$ cat config.mk
export PLATFORM = sky130hd
export DESIGN_NAME = sdac_input_reg
export DESIGN_NICKNAME = d
export VERILOG_FILES = /design/src/rtl/sdac_pkg.sv /design/src/rtl/sdac_sync.sv /design/src/rtl/sdac_shifter.sv /design/src/rtl/sdac_hold.sv /design/src/rtl/sdac_input_reg.sv
export SDC_FILE = /design/constraint.sdc
export NUM_CORES = 1
export LEC_CHECK = 0
export BUFFER_PORTS_ARGS = -buffer_cell sky130_fd_sc_hd__buf_4
export CORE_UTILIZATION = 50
export DETAILED_ROUTE_END_ITERATION = 10
export PLACE_DENSITY = 0.71
export REMOVE_ABC_BUFFERS = 1
export SYNTH_ARGS = -nofsm -noshare
export SYNTH_HDL_FRONTEND = slang
export SYNTH_SLANG_ARGS = --single-unit
export TNS_END_PERCENT = 20
$ cat constraint.sdc
create_clock -name clk -period 1.7 [get_ports clk]
set_clock_uncertainty 0.1 [all_clocks]
set_input_delay 0.34 -clock clk [delete_from_list [all_inputs] [get_ports clk]]
set_output_delay 0.34 -clock clk [all_outputs]
set_load 0.01 [all_outputs]
$ cat src/rtl/sdac_pkg.sv
package sdac_pkg;
  // Action applied to the holding register in one system cycle
  typedef enum logic [1:0] {
    HOLD_KEEP  = 2'd0,
    HOLD_TRACK = 2'd1,
    HOLD_ZERO  = 2'd2
  } hold_op_e;

  // Clear has priority; an open load makes the register follow the shifter
  function automatic hold_op_e hold_op(input logic load_n_s, input logic clear_n_s);
    if (!clear_n_s)     return HOLD_ZERO;
    else if (!load_n_s) return HOLD_TRACK;
    else                return HOLD_KEEP;
  endfunction
endpackage

$ cat src/rtl/sdac_sync.sv
module sdac_sync #(
  parameter int unsigned        WIDTH   = 4,
  parameter int unsigned        STAGES  = 2,
  parameter logic [WIDTH-1:0]   RST_VAL = '0
) (
  input  logic             clk,
  input  logic             rst_n,
  input  logic [WIDTH-1:0] async_i,
  output logic [WIDTH-1:0] sync_o
);
  logic [STAGES-1:0][WIDTH-1:0] stage_q;
  logic [STAGES-1:0][WIDTH-1:0] stage_d;

  for (genvar s = 0; s < STAGES; s++) begin : g_stage
    if (s == 0) begin : g_first
      assign stage_d[s] = async_i;
    end else begin : g_next
      assign stage_d[s] = stage_q[s-1];
    end

    always_ff @(posedge clk or negedge rst_n) begin
      if (!rst_n) stage_q[s] <= RST_VAL;
      else        stage_q[s] <= stage_d[s];
    end
  end

  assign sync_o = stage_q[STAGES-1];
endmodule

$ cat src/rtl/sdac_shifter.sv
module sdac_shifter #(
  parameter int unsigned WIDTH = 12
) (
  input  logic             clk,
  input  logic             rst_n,
  input  logic             sclk_s,
  input  logic             sdin_s,
  input  logic             load_n_s,
  input  logic             clear_n_s,
  output logic [WIDTH-1:0] sr_o
);
  logic             sclk_prev_q;
  logic             sclk_rise;
  logic             shift_en;
  logic [WIDTH-1:0] sr_q;
  logic [WIDTH-1:0] sr_d;

  assign sclk_rise = sclk_s & ~sclk_prev_q;
  // Shifting is frozen whenever either strobe is asserted
  assign shift_en  = sclk_rise & load_n_s & clear_n_s;

  always_comb begin
    sr_d = sr_q;
    if (shift_en) sr_d = {sr_q[WIDTH-2:0], sdin_s};
  end

  always_ff @(posedge clk or negedge rst_n) begin
    if (!rst_n) begin
      sclk_prev_q <= 1'b0;
      sr_q        <= '0;
    end else begin
      sclk_prev_q <= sclk_s;
      sr_q        <= sr_d;
    end
  end

  assign sr_o = sr_q;


  shift_entry_chk: assert property (@(posedge clk) disable iff (!rst_n)
    shift_en |=> sr_q[0] == $past(sdin_s));

  frozen_chk: assert property (@(posedge clk) disable iff (!rst_n)
    (!load_n_s || !clear_n_s) |=> $stable(sr_q));
endmodule

$ cat src/rtl/sdac_hold.sv
module sdac_hold
  import sdac_pkg::*;
#(
  parameter int unsigned WIDTH = 12
) (
  input  logic             clk,
  input  logic             rst_n,
  input  logic             load_n_s,
  input  logic             clear_n_s,
  input  logic [WIDTH-1:0] sr_i,
  output logic [WIDTH-1:0] code_o
);
  hold_op_e         op;
  logic [WIDTH-1:0] code_q;
  logic [WIDTH-1:0] code_d;

  assign op = hold_op(load_n_s, clear_n_s);

  always_comb begin
    unique case (op)
      HOLD_ZERO:  code_d = '0;
      HOLD_TRACK: code_d = sr_i;
      default:    code_d = code_q;
    endcase
  end

  always_ff @(posedge clk or negedge rst_n) begin
    if (!rst_n) code_q <= '0;
    else        code_q <= code_d;
  end

  assign code_o = code_q;


  clear_zero_chk: assert property (@(posedge clk) disable iff (!rst_n)
    !clear_n_s |=> code_q == '0);

  track_chk: assert property (@(posedge clk) disable iff (!rst_n)
    (clear_n_s && !load_n_s) |=> code_q == $past(sr_i));

  keep_chk: assert property (@(posedge clk) disable iff (!rst_n)
    (clear_n_s && load_n_s) |=> $stable(code_q));
endmodule

$ cat src/rtl/sdac_input_reg.sv
module sdac_input_reg #(
  parameter int unsigned WIDTH       = 12,
  parameter int unsigned SYNC_STAGES = 2
) (
  input  logic             clk,
  input  logic             rst_n,
  input  logic             shift_clk,
  input  logic             ser_in,
  input  logic             load_n,
  input  logic             clear_n,
  output logic [WIDTH-1:0] dac_code
);
  localparam int unsigned NSIG = 4;
  // bit order in the synchronized bundle
  localparam int unsigned B_SCLK = 0;
  localparam int unsigned B_SDIN = 1;
  localparam int unsigned B_LOAD = 2;
  localparam int unsigned B_CLR  = 3;
  localparam logic [NSIG-1:0] IDLE_VAL = NSIG'(4'b1100);

  logic [1:0]       rst_pipe_q;
  logic             rst_n_int;
  logic [NSIG-1:0]  raw;
  logic [NSIG-1:0]  syn;
  logic [WIDTH-1:0] sr;

  // Reset asserts at once, releases on a clock edge
  always_ff @(posedge clk or negedge rst_n) begin
    if (!rst_n) rst_pipe_q <= '0;
    else        rst_pipe_q <= {rst_pipe_q[0], 1'b1};
  end
  assign rst_n_int = rst_pipe_q[1];

  always_comb begin
    raw         = '0;
    raw[B_SCLK] = shift_clk;
    raw[B_SDIN] = ser_in;
    raw[B_LOAD] = load_n;
    raw[B_CLR]  = clear_n;
  end

  sdac_sync #(
    .WIDTH   (NSIG),
    .STAGES  (SYNC_STAGES),
    .RST_VAL (IDLE_VAL)
  ) u_sync (
    .clk     (clk),
    .rst_n   (rst_n_int),
    .async_i (raw),
    .sync_o  (syn)
  );

  sdac_shifter #(.WIDTH(WIDTH)) u_shift (
    .clk       (clk),
    .rst_n     (rst_n_int),
    .sclk_s    (syn[B_SCLK]),
    .sdin_s    (syn[B_SDIN]),
    .load_n_s  (syn[B_LOAD]),
    .clear_n_s (syn[B_CLR]),
    .sr_o      (sr)
  );

  sdac_hold #(.WIDTH(WIDTH)) u_hold (
    .clk       (clk),
    .rst_n     (rst_n_int),
    .load_n_s  (syn[B_LOAD]),
    .clear_n_s (syn[B_CLR]),
    .sr_i      (sr),
    .code_o    (dac_code)
  );
endmodule

# Word-level counts from Yosys, hierarchy flattened
# Cells that the tools add are included.
# W data, S select, Z words.
[word_totals]
out_inout_bits = 12
wordCells = 16
ff_bits = 35
[op_classes]
muxes = 3
bitwise_logic = 4
n_reduce_logical = 1
n_eq_ne = 2
[op_table]
columns = ["op", "n"]
rows = [
  ["$pmux W12 S2", 1],
  ["$and A1 B1 Y1", 3],
  ["$eq A2 B1 Y1 const B", 1],
  ["$eq A2 B2 Y1 const B", 1],
  ["$mux W2", 1],
  ["$reduce_bool A2 Y1", 1],
  ["$mux W1", 1],
  ["$not A1 Y1", 1],
]

# Longest topological paths before layout
# Gate-level depths: netlist of run 1.
[logic_depth]
ltp_word = 4
mapped_depth = 4
mapped_depth_nobuf = 2

# Modules after synthesis
# A second synthesis of run 1 with hierarchy kept.
[hier_totals]
cells_unflattened = 76
hier_area_um2 = 1302.5
[modules_own_cells]
columns = ["mod", "cells_per_inst", "area_each_um2", "seq_area_each_um2", "n_inst"]
rows = [
  ["sdac_shifter", 27, 533.0, 325.3, 1],
  ["sdac_hold", 38, 510.5, 300.3, 1],
  ["sdac_sync", 8, 205.2, 205.2, 1],
  ["sdac_input_reg", 3, 53.8, 50.0, 1],
]

# Worst setup path after synthesis of run 1
# OpenSTA, ideal clock, no wires.
[synth_path]
kind = "reg-to-reg"
from = "register u_sync.stage_q (netlist bit u_sync.sync_o[2])"
to = "register u_shift.sr_q[10], in the netlist u_shift.sr_o[10]"
slack_ns = 0.281
arrival_time_ns = 1.193
stages_incl_launch_ff = 5
cell_sequence = "dfstp_2 > buf_4 > nand4b_4 > buf_6 > mux2_4"
[synth_via]
elab_chain_cells = 2
[synth_rtl]
columns = ["item", "line", "source"]
rows = [
  ["start, declared", "sdac_sync.sv:11", "logic [STAGES-1:0][WIDTH-1:0] stage_q;"],
  ["start signal, assigned by index", "sdac_sync.sv:23", "else stage_q[s] <= stage_d[s];"],
  ["$and A1 B1 Y1 (2 in a row)", "sdac_shifter.sv:20", "assign shift_en = sclk_rise & load_n_s & clear_n_s;"],
  ["end signal, assigned", "sdac_shifter.sv:33", "sr_q <= sr_d;"],
  ["end, declared", "sdac_shifter.sv:15", "logic [WIDTH-1:0] sr_q;"],
]
# No other way between the ends.
# A chain may end at the register's enable or synchronous reset.

# Worst setup path after layout of run 1
[layout_path]
from = "register u_sync.stage_q (netlist bit u_sync.sync_o[2])"
to = "register u_shift.sr_q[3], in the netlist u_shift.sr_o[3]"
# Same word-level chain as after synthesis.

==> reports/results.ini, run 1 <==
[outcome]
outcome=finished, final reports clean

[sta]
slew_viol_final=0
setup_tns_ps=0
fmax_ghz=0.6914
period_needed_ps=1446
setup_viol=0
rsz0062_at_grt=no
fin_crit_sh_pct=85.08
hold_viol_final=0
fin_ws_ps=253.6

[grt]
overflow=0
grt_usage_pct=16.65
grt_pass1_vias=647
grt_first_pass_wirelength_mm=2.925
grt_max_degree=20
antenna_found_initial=0

[power]
power_density_nw_per_um2=991.6
p_leak_nw=0.8133
peakVddDrop_uv=676.3

[cts]
clockBufferDepth=2
clock_latency_ps=320
htreeDepth=2
cts_sinks=35
ctsResizeCount=0
path_clk_slew_ps=100
numCtsBuffers=5
cts_tree=done
cts-root-buf=clkbuf_4
cts_setup_buffers=0

[setup_path]
crit_chain=nand4b_4, mux2_4
critPathKind=register to register
cp-start-kind=register
r2r_end=u_shift.sr_o[3]$_DFFE_PN0P_
regToRegSetupSlack_ps=250
critPathMaxStageDelay_ps=570
required_ps=1810
critPathArrivalTime_ps=1560
worst-path-max-fanout=12
r2r_cells=2
worst_path_max_delay_cell=dfstp_2
reg2reg_from=u_sync.sync_o[2]$_DFF_PN1_
critPathCaptureType=register

[routing]
vias=662
first_pass_iters=2
drc=0
ant_nets=0
wirelength_mm=1.759
wire_per_inst_um=12.84
avgViaCountPerCell=4.832
drtIter0Drc=5

[logic_synthesis]
synth_cell_types=11
ys_warn_count=0
syn_avg_cell_area_um2=16.96
yosys_register_bits=35
ys_seq_area_share_pct=67.43
syn_area_um2=1306
synthCells=77

[floorplanning]
fp-row-count=18
core_area_um2=2477
ios=18
die_w_um=53.11
initial_core_util_pct=52.73
die_area_um2=2821
die_y_um=53.11

[finish]
area_growth_syn_to_layout_pct=20.31
fin_nets=112
fin_util_pct=63.43
diodes=0
fin_area_um2=1572
drive_above_1_share_pct=41.12

[hold_path]
worstHoldPathType=register to asynchronous set/reset pin

[place]
dpl_cell_area_um2=1471
gp_congestion=0.6427
pre_cts_slack_ps=267.2
io_buffers=17
hpwl_mm=1.184

[run]
cap_violations=0

## layout make-up
class | instances | area [um^2]
multi-input combinational | 38 | 395.4
clock buffer | 7 | 45.04
timing repair buffer | 26 | 207.7
tap | 30 | 37.54
clock inverter | 1 | 5.005
sequential | 35 | 880.8
fill | 193 | 905.9
## sequential cells by signal (all words and copies together), names as in the netlist
name	cells
u_hold.code_o	12
rst_pipe_q	2
u_shift.sclk_prev_q	1
u_sync.sync_o	4
u_sync.stage_d	4
u_shift.sr_o	12
## stage by stage
stage	total power [mW]	instances	hold slack, ps
after floorplan	1.090	73	-55.59
after global placement	1.153	124	22.36
after detailed placement	1.167	124	25.06
after CTS	1.575	133	0.4661
after global routing	1.657	137	140.6
final	1.558	137	90.95
## layer usage
metal  wire length (um)  global-route usage [%]
met1                803                   20.46
met2                843                   21.52
met3                 95                   10.34
met4                 16                   10.53
met5                  0                       0
## placed cells by master (no fill, tap or decap), drive strengths merged
cell type / count
nand4b: 1
clkbuf: 7
mux2i: 12
nor2b: 12
dfstp: 4
conb: 1
dlygate4sd3: 5
clkinv: 1
dfrtp: 31
mux2: 12
buf: 21
## worst max path at each step
| stage | to | from | cells past startpoint |
|---|---|---|---|
| floorplan | u_shift.sr_o[10]$_DFFE_PN0P_ | u_sync.sync_o[2]$_DFF_PN1_ | 2 |
| global placement | u_shift.sr_o[10]$_DFFE_PN0P_ | u_sync.sync_o[2]$_DFF_PN1_ | 2 |
| detailed placement | u_shift.sr_o[3]$_DFFE_PN0P_ | u_sync.sync_o[2]$_DFF_PN1_ | 2 |
| CTS | u_shift.sr_o[3]$_DFFE_PN0P_ | u_sync.sync_o[2]$_DFF_PN1_ | 2 |
| global route | u_shift.sr_o[3]$_DFFE_PN0P_ | u_sync.sync_o[2]$_DFF_PN1_ | 2 |
| finish | u_shift.sr_o[3]$_DFFE_PN0P_ | u_sync.sync_o[2]$_DFF_PN1_ | 2 |
## worst max-delay path: cells and delay by family, from the launching register on
| family | cells | cell delay [ps] |
|---|---|---|
| AND/OR/NAND/NOR | 1 | 280 |
| multiplexers | 1 | 380 |
| flip-flops | 1 | 570 |
## cells in the mapped netlist
| cell | count | share of area (%) |
|---|---|---|
| dfrtp_1 | 31 | 59 |
| mux2i_1 | 12 | 9.2 |
| nor2b_1 | 12 | 5.7 |
| mux2_4 | 10 | 11 |
| dfstp_2 | 4 | 8.0 |
| buf_4 | 2 | 1.1 |
| mux2_2 | 2 | 1.7 |
| buf_6 | 1 | 0.86 |
| clkbuf_1 | 1 | 0.29 |
| conb_1 | 1 | 0.29 |
| nand4b_4 | 1 | 1.8 |
## cells by family after synthesis
group,Yosys count,share of synthesized area [%]
flops,35,67.43
mux,24,22.41
simple gates,13,7.567
other cells,1,0.2871
buf+inv,4,2.298
## timing repair
action,4_1_cts,5_1_grt
setup endpoints to repair,0,0
endpoints found under the hold margin,2,4
hold buffers,1,4
## where the power goes
part           switching, mW  internal (mW)  total (mW)
clock                  0.242          0.161       0.403
combinational         0.0679          0.123       0.191
sequential            0.0550          0.909       0.964
No activity file was read; power rests on OpenSTA's default activity.
==> inputs of run 2 (changes only) <==
--- a/config.mk
+++ b/config.mk
@@ -12,5 +12,6 @@
 export REMOVE_ABC_BUFFERS = 1
 export SYNTH_ARGS = -nofsm -noshare
 export SYNTH_HDL_FRONTEND = slang
+export SYNTH_HIERARCHICAL = 1
 export SYNTH_SLANG_ARGS = --single-unit
 export TNS_END_PERCENT = 20
==> run 2 against run 1 <==
Compared with the run above: die area shrank 0.26%; global-route usage shrank 0.41 points; final cell count shrank 0.73%; largest cell class unchanged; flip-flop and latch count is the same; routed wire length grew 2.8%; critical path type unchanged; non-clock buffer count shrank 1; via count is the same; sequential share of layout area shrank 0.40 points; utilization grew 0.45 points; critical endpoint is now u_shift/sr_o[8]$_DFFE_PN0P_.
==> reports/results.ini, run 2 <==
[cts]
cts_setup_buffers=0  ; unchanged
cts_tree=done
clock_latency_ps=330  ; about the same
hold_buffers=5  ; +4
ctsResizeCount=0  ; unchanged
cts-root-buf=clkbuf_4
numCtsBuffers=5  ; unchanged
clockBufferDepth=2  ; unchanged
path_clk_slew_ps=100  ; about the same
cts_sinks=35  ; unchanged
htreeDepth=2  ; unchanged

[grt]
overflow=0  ; unchanged
grt_usage_pct=16.23  ; -0.41 points
grt_pass1_vias=640  ; -1.1%
grt_max_degree=34  ; +70%
antenna_found_initial=0  ; unchanged
grt_first_pass_wirelength_mm=2.932  ; +0.24%

[routing]
met1Wirelength_um=868  ; +8.1%
wire_per_inst_um=13.29  ; +3.5%
avgViaCountPerCell=4.868  ; +0.74%
wirelength_mm=1.808  ; +2.8%
ant_nets=0  ; unchanged
vias=662  ; unchanged
drc=0  ; unchanged
top_layer_used=met4
first_pass_iters=2  ; unchanged
drtIter0Drc=4  ; -1
dr_wl_met3_um=81  ; -15%
wl_met2_um=824  ; -2.3%

[floorplanning]
initial_core_util_pct=52.58  ; -0.15 points
die_w_um=53.04  ; -0.13%
die_area_um2=2813  ; -0.26%
core_area_um2=2477  ; unchanged
fp-row-count=18  ; unchanged
die_y_um=53.04  ; -0.13%
ios=18  ; unchanged

[logic_synthesis]
syn_avg_cell_area_um2=17.14  ; +1.0%
synth_cell_types=10  ; -1
yosys_register_bits=35  ; unchanged
yosys-top-cells-area=dfrtp_1 60%, mux2_4 12%, mux2i_1 9.2%
async_flop_share_pct=100.0  ; unchanged
ys_warn_count=6  ; +6
synth_flop_cell=dfrtp_1
syn_area_um2=1302  ; -0.29%
synth_top_area_cell=dfrtp_1
synthDominantCellAreaShare_pct=59.56  ; +0.17 points
yosysMostFrequentCell=dfrtp_1
synth_edf_count=0  ; unchanged
ys_seq_area_share_pct=67.63  ; +0.19 points
synthCells=76  ; -1.3%
netlist_top_cells_count=31 x dfrtp_1, 12 x mux2i_1, 12 x nor2b_1

[setup_path]
worst_path_max_delay_cell=dfstp_2
cp-start-kind=register
r2r_cells=2  ; unchanged
critPathCaptureType=register
critPathKind=register to register
critPathMaxStageDelay_ps=560  ; about the same
required_ps=1820  ; about the same
critPathArrivalTime_ps=1550  ; about the same
worst-path-max-fanout=12  ; unchanged
crit_chain=nand4b_4, mux2_4

[sta]
rsz0062_at_grt=no
hold_viol_final=0  ; unchanged
fmax_ghz=0.6959  ; +0.65%
slew_viol_final=0  ; unchanged
period_needed_ps=1437  ; -9.296 ps
fin_crit_sh_pct=84.53  ; -0.55 points
setup_tns_ps=0  ; unchanged
timing.hold.ws_ps=164.6  ; +73.63 ps
setup_viol=0  ; unchanged

[finish]
fin_nets=111  ; -0.89%
area_growth_syn_to_layout_pct=21.52
drive_above_1_share_pct=41.51  ; +0.39 points
fin_area_um2=1583  ; +0.72%
fin_util_pct=63.89  ; +0.45 points
final_common_cell=dfrtp_1
diodes=0  ; unchanged
layout_common_cells=31 x dfrtp_1, 20 x buf_4, 12 x mux2i_1, 12 x nor2b_1, 10 x mux2_4

[power]
power_density_nw_per_um2=1042  ; +5.0%
totalPowerFinal_mw=1.649  ; +5.8%
switching_power_uw=371.7  ; +1.9%
pwr-share-seq_pct=58.2  ; -3.7 points
p_int_mw=1.277  ; +7.0%
p_comb_share_pct=11.7  ; -0.6 points
peakVddDrop_uv=719.4  ; +6.4%
p_leak_nw=0.8194  ; +0.75%
pwr-share-clk_pct=30.1  ; +4.2 points
switching_share_pct=22.55  ; -0.87 points

[place]
dpl_cell_area_um2=1464  ; -0.51%
gp_congestion=0.6542  ; +1.8%
io_buffers=17  ; unchanged
hpwl_mm=1.124  ; -5.0%

[run]
cap_violations=0  ; unchanged

[outcome]
outcome=finished, final reports clean

[hold_path]
worstHoldPathType=register to asynchronous set/reset pin

## run 2: metal layers
| layer | up-vias | track usage (%) |
|---|---|---|
| li1 | 312 | - |
| met1 | 329 | 21.07 |
| met2 | 17 | 21.31 |
| met3 | 4 | 8.621 |
| met4 | 0 | 9.211 |
| met5 | - | 0 |
## run 2: power by group through the flow
| stage | sequential, mW | clock, mW | combinational [mW] |
|---|---|---|---|
| 6_report | 0.960 | 0.496 | 0.192 |
| 5_1_grt | 0.970 | 0.550 | 0.211 |
| 4_1_cts | 0.961 | 0.522 | 0.195 |
| 3_5_place_dp | 0.977 | 0 | 0.185 |
| 3_3_place_gp | 0.974 | 0 | 0.181 |
| 2_1_floorplan | 0.989 | 0 | 0.104 |
## run 2: cell families (layout without fill, tap and decap cells)
family / Yosys count / in the layout / synth area share [%]
buf+inv: 3 / 33 / 2.017
other cells: 1 / 1 / 0.2879
flops: 35 / 35 / 67.63
simple gates: 13 / 13 / 7.588
mux: 24 / 24 / 22.48
## run 2: final timing paths
kind,start,endpoint,slack [ps]
max in group asynchronous,rst_pipe_q[1]$_DFF_PN0_,u_sync/stage_d[7]$_DFF_PN1_,1010
worst max register to register,u_sync/sync_o[2]$_DFF_PN1_,u_shift/sr_o[8]$_DFFE_PN0P_,260
worst min-delay path,rst_pipe_q[1]$_DFF_PN0_,u_shift/sclk_prev_q$_DFF_PN0_,160
worst min register to register,rst_pipe_q[1]$_DFF_PN0_,u_shift/sclk_prev_q$_DFF_PN0_,160
worst max-delay path,u_sync/sync_o[2]$_DFF_PN1_,u_shift/sr_o[8]$_DFFE_PN0P_,260
min in group clk,u_sync/stage_d[7]$_DFF_PN1_,u_sync/sync_o[3]$_DFF_PN1_,260
## run 2: layout make-up
cell class / instances / area [um^2]
Clock buffer: 8 / 68.82
Timing Repair Buffer: 25 / 200.2
Multi-Input combinational cell: 38 / 395.4
Fill cell: 206 / 894.6
Sequential cell: 35 / 880.8
Tap cell: 30 / 37.54
## run 2: metrics by stage
step,std cells,setup WS [ps]
floorplan,73,105.1
global placement,123,293.4
detailed placement,123,273.7
CTS,136,253.3
global route,136,207.0
finish,136,262.9
## run 2: critical path: cells and delay by family, from the launching register on
family | cells | cell delay, ps
DFF | 1 | 560
muxes | 1 | 380
and+or+nand+nor | 1 | 280
==> inputs of run 3 (changes only) <==
==> constraint.sdc (replaced) <==
create_clock -name clk -period 1.5 [get_ports clk]
set_clock_uncertainty 0.1 [all_clocks]
set_input_delay 0.3 -clock clk [delete_from_list [all_inputs] [get_ports clk]]
set_output_delay 0.3 -clock clk [all_outputs]
set_load 0.01 [all_outputs]
==> run 3 against run 2 <==
Compared with the run above: critical endpoint unchanged; utilization grew 0.71 points; via count grew 0.15%; largest cell class unchanged; die area is the same; worst setup slack lost 200 ps; critical path depth is the same; largest power group unchanged; sequential share of layout area shrank 0.61 points.
==> reports/results.ini, run 3 (synthesized netlist as in run 2, its figures left out) <==
[sta]
fin_crit_sh_pct=95.62  ; +11 points
hold_viol_final=0  ; unchanged
slew_viol_final=0  ; unchanged
setup_tns_ps=0  ; unchanged
setup_viol=0  ; unchanged
fmax_ghz=0.6972  ; +0.20%
rsz0062_at_grt=no
period_needed_ps=1434  ; -2.861 ps

[routing]
vias=663  ; +0.15%
drc=0  ; unchanged
wire_per_inst_um=13.70  ; +3.0%
drtIter0Drc=1  ; -3
ant_nets=0  ; unchanged
first_pass_iters=2  ; unchanged
avgViaCountPerCell=4.875  ; +0.15%
wirelength_mm=1.863  ; +3.0%

[finish]
nFillCells=192  ; -6.8%
layout_common_cells=31 x dfrtp_1, 20 x buf_4, 12 x mux2i_1, 12 x nor2b_1, 10 x mux2_4
fin_nets=111  ; unchanged
area_growth_syn_to_layout_pct=22.86
ff_latch_area_um2=880.8  ; unchanged
fin_util_pct=64.60  ; +0.71 points
multi_input_area_um2=395.4  ; unchanged
diodes=0  ; unchanged
drive_above_1_share_pct=42.45  ; +0.94 points
final_common_cell=dfrtp_1

[cts]
path_clk_slew_ps=110  ; about the same
clockBufferDepth=2  ; unchanged
cts_sinks=35  ; unchanged
clock_latency_ps=330  ; about the same
ctsResizeCount=0  ; unchanged
cts_tree=done
numCtsBuffers=5  ; unchanged
cts-root-buf=clkbuf_4
htreeDepth=2  ; unchanged

[outcome]
outcome=finished, final reports clean

[place]
io_buffers=17  ; unchanged
gp_congestion=0.6540  ; about the same
hpwl_mm=1.117  ; -0.65%

[power]
power_density_nw_per_um2=1253  ; +20%
p_leak_nw=0.8291  ; +1.2%
peakVddDrop_uv=892.8  ; +24%

[setup_path]
critPathCaptureType=register
critPathArrivalTime_ps=1550  ; about the same
cp-start-kind=register
worst-path-max-fanout=12  ; unchanged
reg2reg_from=u_sync/sync_o[2]$_DFF_PN1_
startpoint=u_sync/sync_o[2]$_DFF_PN1_
critPathKind=register to register
required_ps=1620  ; -200 ps

[floorplanning]
ios=18  ; unchanged
initial_core_util_pct=52.58  ; unchanged
fp-row-count=18  ; unchanged
die_y_um=53.04  ; unchanged
die_w_um=53.04  ; unchanged
core_area_um2=2477  ; unchanged
die_area_um2=2813  ; unchanged

[grt]
grtUsageMet1_pct=20.96  ; -0.11 points
grtUsageMet3_pct=8.621  ; unchanged
top_usage_layer=met2
grt_first_pass_wirelength_mm=2.994  ; +2.1%
grt_pass1_vias=650  ; +1.6%
grt_usage_pct=16.69  ; +0.45 points
antenna_found_initial=0  ; unchanged
overflow=0  ; unchanged
grt_max_degree=34  ; unchanged
grt.met2_usage_pct=23.00  ; +1.7 points

[run]
cap_violations=0  ; unchanged

[hold_path]
worstHoldPathType=register to asynchronous set/reset pin

==> run 3: cell count changes in the layout (fill, tap and decap cells not counted), sizes merged <==
cell    previous run  this run
clkbuf             8         6
bufinv             0         1
clkinv             0         1
==> run 3: stage by stage <==
step	cells	power, mW	setup slack (ps)	cell area, um^2	hold slack, ps
5_1_grt	136	2.098	21.73	1600	159.4
6_report	136	2.005	65.77	1600	173.5
3_5_place_dp	123	1.317	72.68	1464	-15.08
2_1_floorplan	73	1.239	-94.89	1276	-95.59
3_3_place_gp	123	1.309	93.59	1464	-17.58
4_1_cts	136	2.030	59.14	1600	166.5
==> run 3: power breakdown <==
group / internal, mW / total, mW / switching, mW
clock network: 0.394 / 0.699 / 0.305
logic: 0.141 / 0.217 / 0.0760
registers: 1.03 / 1.09 / 0.0591
total: 1.57 / 2.01 / 0.440
==> run 3: cell type report <==
cell class / instances / share of cell area, %
Sequential cell: 35 / 55.04
Multi-Input combinational cell: 38 / 24.71
Timing Repair Buffer: 25 / 12.51
Clock buffer: 6 / 3.206
Tap cell: 30 / 2.346
Clock inverter: 2 / 2.189
==> run 3: worst max-delay path, cell delays in order (launching register included) <==
cell	delay (ps)
dfstp_2	560
nand4b_4	280
mux2_4	380
==> run 3: metal layers <==
layer | share of wire (%) | up-vias
met1 | 45 | 330
met3 | 4.5 | 5
met2 | 48 | 17
met4 | 2.0 | 0
met5 | 0 | -
li1 | - | 311
==> run 3: repair_timing <==
action,4_1_cts,5_1_grt
hold endpoints to repair,6,0
buffers inserted,0,0
hold buffers,5,0
==> run 3: final timing paths <==
kind	end	slack (ps)	cells past startpoint
setup / recovery	u_shift/sr_o[8]$_DFFE_PN0P_	70	2
hold / removal	u_shift/sr_o[0]$_DFFE_PN0P_	170	1
setup reg to reg	u_shift/sr_o[8]$_DFFE_PN0P_	70	2
hold reg to reg	u_shift/sr_o[0]$_DFFE_PN0P_	170	1
max in group asynchronous	u_sync/sync_o[3]$_DFF_PN1_	800	1
min in group clk	u_sync/sync_o[1]$_DFF_PN0_	260	0
